`config.mk`:
```
export PLATFORM = sky130hd
export DESIGN_NAME = tdm_pin_driver
export DESIGN_NICKNAME = d
export VERILOG_FILES = /design/src/rtl/tdm_pin_driver_pkg.sv /design/src/rtl/tdm_pin_driver_ctrl.sv /design/src/rtl/tdm_pin_driver_dp.sv /design/src/rtl/tdm_pin_driver.sv
export SDC_FILE = /design/constraint.sdc
export NUM_CORES = 1
export LEC_CHECK = 0
export BUFFER_PORTS_ARGS = -buffer_cell sky130_fd_sc_hd__buf_2
export CAP_MARGIN = 40
export CORE_MARGIN = 2
export CORE_UTILIZATION = 35
export DETAILED_ROUTE_END_ITERATION = 6
export GPL_ROUTABILITY_DRIVEN = 0
export SYNTH_ARGS = -nofsm -noshare
export SYNTH_HDL_FRONTEND = slang
export SYNTH_SLANG_ARGS = --single-unit
```
`constraint.sdc`:
```
create_clock -name clk -period 3 [get_ports clk]
set_input_delay 0 -clock clk [delete_from_list [all_inputs] [get_ports clk]]
set_output_delay 0 -clock clk [all_outputs]
set_load 0.005 [all_outputs]
```
`src/rtl/tdm_pin_driver_pkg.sv`:
```
package tdm_pin_driver_pkg;

  typedef enum logic [1:0] {
    ST_IDLE,
    ST_WAIT,
    ST_DRIVE
  } drvState_t;

  typedef struct packed {
    logic loadData;
    logic oeSet;
    logic oeClr;
  } drvStrobe_t;

endpackage

```
`src/rtl/tdm_pin_driver_ctrl.sv`:
```
module tdm_pin_driver_ctrl
  import tdm_pin_driver_pkg::*;
#(
  parameter int ELEM_BITS   = 8,
  parameter int TURN_ON_DLY = 2
) (
  input  logic       clk,
  input  logic       rstN,
  input  logic       bitClk,
  input  logic       slotActive,
  input  logic       firstBit,
  input  logic       delayEn,
  output drvStrobe_t stb
);

  localparam int CNT_W = (ELEM_BITS > 1) ? $clog2(ELEM_BITS) : 1;
  localparam int DLY_W = $clog2(TURN_ON_DLY + 1);

  logic              bitClkQ;
  logic              riseEv;
  logic              fallEv;
  drvState_t         state, stateNxt;
  logic [DLY_W-1:0]  dlyCnt, dlyNxt;
  logic [CNT_W-1:0]  bitsLeft, leftNxt;

  always_ff @(posedge clk or negedge rstN) begin
    if (!rstN) bitClkQ <= 1'b0;
    else       bitClkQ <= bitClk;
  end

  assign riseEv = bitClk & ~bitClkQ;
  assign fallEv = ~bitClk & bitClkQ;

  always_comb begin
    stb      = '0;
    stateNxt = state;
    dlyNxt   = dlyCnt;
    leftNxt  = bitsLeft;
    if (riseEv) begin
      stb.loadData = slotActive;
      if (!slotActive) begin
        stb.oeClr = 1'b1;
        stateNxt  = ST_IDLE;
        dlyNxt    = '0;
      end else if (firstBit) begin
        leftNxt = CNT_W'(ELEM_BITS - 1);
        if (delayEn) begin
          stb.oeClr = 1'b1;
          stateNxt  = ST_WAIT;
          dlyNxt    = DLY_W'(TURN_ON_DLY);
        end else begin
          stb.oeSet = 1'b1;
          stateNxt  = ST_DRIVE;
          dlyNxt    = '0;
        end
      end else if (state != ST_IDLE && bitsLeft != '0) begin
        leftNxt = bitsLeft - CNT_W'(1);
      end
    end else begin
      if (state == ST_WAIT) begin
        dlyNxt = dlyCnt - DLY_W'(1);
        if (dlyCnt == DLY_W'(1)) begin
          stb.oeSet = 1'b1;
          stateNxt  = ST_DRIVE;
        end
      end
      if (fallEv && state != ST_IDLE && bitsLeft == '0) begin
        stb.oeSet = 1'b0;
        stb.oeClr = 1'b1;
        stateNxt  = ST_IDLE;
        dlyNxt    = '0;
      end
    end
  end

  always_ff @(posedge clk or negedge rstN) begin
    if (!rstN) begin
      state    <= ST_IDLE;
      dlyCnt   <= '0;
      bitsLeft <= '0;
    end else begin
      state    <= stateNxt;
      dlyCnt   <= dlyNxt;
      bitsLeft <= leftNxt;
    end
  end

endmodule

```
`src/rtl/tdm_pin_driver_dp.sv`:
```
module tdm_pin_driver_dp
  import tdm_pin_driver_pkg::*;
(
  input  logic       clk,
  input  logic       rstN,
  input  drvStrobe_t stb,
  input  logic       txBit,
  output logic       pinData,
  output logic       pinOe
);

  always_ff @(posedge clk or negedge rstN) begin
    if (!rstN) begin
      pinData <= 1'b0;
      pinOe   <= 1'b0;
    end else begin
      if (stb.loadData) pinData <= txBit;
      if (stb.oeClr)      pinOe <= 1'b0;
      else if (stb.oeSet) pinOe <= 1'b1;
    end
  end

endmodule

```
`src/rtl/tdm_pin_driver.sv`:
```
module tdm_pin_driver
  import tdm_pin_driver_pkg::*;
#(
  parameter int ELEM_BITS   = 8,
  parameter int TURN_ON_DLY = 2
) (
  input  logic clk,
  input  logic rstN,
  input  logic bitClk,
  input  logic slotActive,
  input  logic firstBit,
  input  logic txBit,
  input  logic delayEn,
  output logic pinData,
  output logic pinOe
);

  drvStrobe_t stb;

  tdm_pin_driver_ctrl #(
    .ELEM_BITS  (ELEM_BITS),
    .TURN_ON_DLY(TURN_ON_DLY)
  ) u_ctrl (
    .clk       (clk),
    .rstN      (rstN),
    .bitClk    (bitClk),
    .slotActive(slotActive),
    .firstBit  (firstBit),
    .delayEn   (delayEn),
    .stb       (stb)
  );

  tdm_pin_driver_dp u_dp (
    .clk    (clk),
    .rstN   (rstN),
    .stb    (stb),
    .txBit  (txBit),
    .pinData(pinData),
    .pinOe  (pinOe)
  );

endmodule

```
==> impl_metrics.tcl <==
set metrics [dict create \
    synthCells 57 \
    start_util_pct 37.5 \
    nets 83 \
    synth_cell_types 27 \
    clockRootBuffer "clkbuf_4" \
    cts.sinks 10 \
    grt_overflow_total 0 \
    synth_area_per_cell_sq_um 9.92 \
    synth_seq_cells 10 \
    ys_seq_area_share_pct 44.2 \
    clkTransAtPathRegs_ps 60 \
    power_switching_w 0.000124 \
    yosys_warnings 0 \
    gr-usage-all-layers_pct 12.3 \
    rows 14 \
    numCtsBuffers 3 \
    hp-class "input port to flop" \
    die_h_um 44.2 \
    pwr-share-seq_pct 47.1 \
    fin_cells 87 \
    synth_nets 67 \
    worst_slack_ps 1510 \
    worstPathArrival_ps 1640 \
    max_freq_mhz 670 \
    ant_nets 0 \
    core_sq_um 1510 \
    drv_slew 0 \
    mostFrequentLayoutCell "dfrtp_1" \
    clock_path_buffers 2 \
    required_ps 3150 \
    final_cell_mix "10 x dfrtp_1, 8 x buf_2, 5 x inv_1" \
    drt-wirelength-per-cell_um 11.4 \
    first_global_vias 413 \
    slew_headroom_pct 80.7 \
    syn_to_final_growth_pct 19.9 \
    htree_levels 1 \
    drc 0 \
    antenna_found_initial 0 \
    cp-end-kind "flop" \
    dpl.hpwl_um 778 \
    tightest_slew_ps 286 \
    finalCriticalPeriod_ps 1490 \
    skew_ps 2.29 \
    hold_viol 0 \
    vias_per_cell 5.00 \
    setup_tns_ps 0 \
    drt-total-wl_um 995 \
    placement.io_buffers 8 \
    fill_cells 148 \
    timing.final.crit_share_pct 49.8 \
    dieArea_sq_um 1950 \
    swShare_pct 30.7 \
    power_density_nw_per_um2 597 \
    irDropWorstVdd_v 0.000345 \
    status "finished, final reports clean" \
    dpl_worst_slack_ps 1510 \
    cp_max_fo 7 \
    cts_resized 0 \
    cts_tree "done" \
    dp_cells 81 \
    clkLatencyLatePin_ps 260 \
    setup_viol 0 \
    synth_area_sq_um 566 \
    fin_util_pct 45.0 \
    pin_count 9 \
    grt_max_degree 11 \
    worstSetupPathType "flop to flop" \
    drt_iter0_markers 16 \
    routed-via-count 435 \
    dr.pass1.iters 4 \
    leakagePower_nw 0.315 \
    max-cap-violations 0 \
    startpoint_type "flop" \
    p_int_w 0.000280 \
    rsz0062_at_grt "false" \
    drive_gt1_share_pct 19.7 \
    clkPwrFrac_pct 21.1 \
    grt_pass1_wl_um 1710 \
    n_antenna_cell 0 \
    die_w_um 44.2 \
    p_comb_share_pct 31.8 \
]
-- power by group through the flow --
stage	Combinational, W	Sequential [W]	Clock, W
after floorplan	0.0000997	0.000188	0
after global placement	0.000126	0.000191	0
after detailed placement	0.000129	0.000193	0
after CTS	0.000132	0.000191	0.0000920
after global routing	0.000145	0.000195	0.0000978
final	0.000129	0.000191	0.0000852
-- metal layers --
metal  wire (um)  GRT usage, %
met5           0             0
met4           8          5.45
met2         436          19.1
met3          55          6.53
met1         495          14.0
-- metrics by stage --
stage               area (sq um)  power, W  hold WS (ps)
detailed placement           626  0.000322          -126
floorplan                    566  0.000288          -296
CTS                          678  0.000415          19.7
global placement             626  0.000318          -121
finish                       678  0.000405          24.1
global route                 678  0.000438          24.0
-- worst max-delay path, stage by stage, from the launching register on --
cell	delay, ps
dfrtp_1	400
inv_1	90
ha_1	130
nor2b_2	230
a31oi_4	150
a21o_1	210
a22o_1	170
-- sequential cells by signal, indices dropped and copies added, names as in the netlist --
name             flops
u_ctrl.state         2
u_ctrl.bitsLeft      3
u_dp.pinData         1
u_dp.pinOe           1
u_ctrl.dlyCnt        2
u_ctrl.bitClkQ       1
-- path summary, 6_finish.rpt --
check | startpoint | endpoint | slack (ps) | cells after the start
max | u_ctrl.bitsLeft[0]$_DFFE_PN0P_ | u_ctrl.dlyCnt[0]$_DFFE_PN0P_ | 1510 | 6
min in group asynchronous | rstN | u_ctrl.dlyCnt[0]$_DFFE_PN0P_ | 130 | 2
min | delayEn | u_ctrl.state[0]$_DFFE_PN0P_ | 20 | 3
min reg2reg | u_dp.pinData$_DFFE_PN0P_ | u_dp.pinData$_DFFE_PN0P_ | 480 | 2
max reg2reg | u_ctrl.bitsLeft[0]$_DFFE_PN0P_ | u_ctrl.dlyCnt[0]$_DFFE_PN0P_ | 1510 | 6
max in group asynchronous | rstN | u_ctrl.bitsLeft[0]$_DFFE_PN0P_ | 2670 | 2
-- layout make-up --
type | count | area (sq um) | area share (%)
Multi-Input combinational cell | 42 | 297 | 43.7
Sequential cell | 10 | 250 | 36.9
Timing Repair Buffer | 11 | 70.1 | 10.3
Clock buffer | 3 | 22.5 | 3.32
Tap cell | 16 | 20.0 | 2.95
Inverter | 5 | 18.8 | 2.77
-- synthesized netlist by cell type, drive strengths merged --
| master | number | area (sq um) |
|---|---|---|
| dfrtp | 10 | 250 |
| inv | 5 | 18.8 |
| o21ai | 5 | 25.0 |
| nor2 | 4 | 15.0 |
| ha | 3 | 37.5 |
| nand2 | 3 | 11.3 |
| nor3 | 3 | 15.0 |
| a21oi | 2 | 10.0 |
| and2 | 2 | 12.5 |
| nand2b | 2 | 12.5 |
| nand3b | 2 | 15.0 |
| nor2b | 2 | 15.0 |
| o22a | 2 | 17.5 |
| a21o | 1 | 7.51 |
| a22o | 1 | 8.76 |
| a22oi | 1 | 7.51 |
| a2bb2oi | 1 | 8.76 |
| a311oi | 1 | 8.76 |
| a31oi | 1 | 21.3 |
| and2b | 1 | 7.51 |
| mux2i | 1 | 10.0 |
| nand3 | 1 | 5.00 |
| nor3b | 1 | 7.51 |
| o311ai | 1 | 8.76 |
| or2 | 1 | 8.76 |
-- logic make-up (layout without fill, tap and decap cells) --
group / Yosys count / count (layout) / synth area share [%]
muxes: 1 / 1 / 1.77
adders and majority gates: 3 / 3 / 6.64
buffers and inverters: 5 / 19 / 3.32
and+or+nand+nor: 22 / 22 / 22.1
DFF: 10 / 10 / 44.2
AOI/OAI and AO/OA: 16 / 16 / 21.9
-- timing repair --
action / CTS / global route
hold buffers: 3 / 0
hold endpoints to repair: 12 / 0
buffers inserted: 0 / 0
Power figures use the tool's default switching activity.
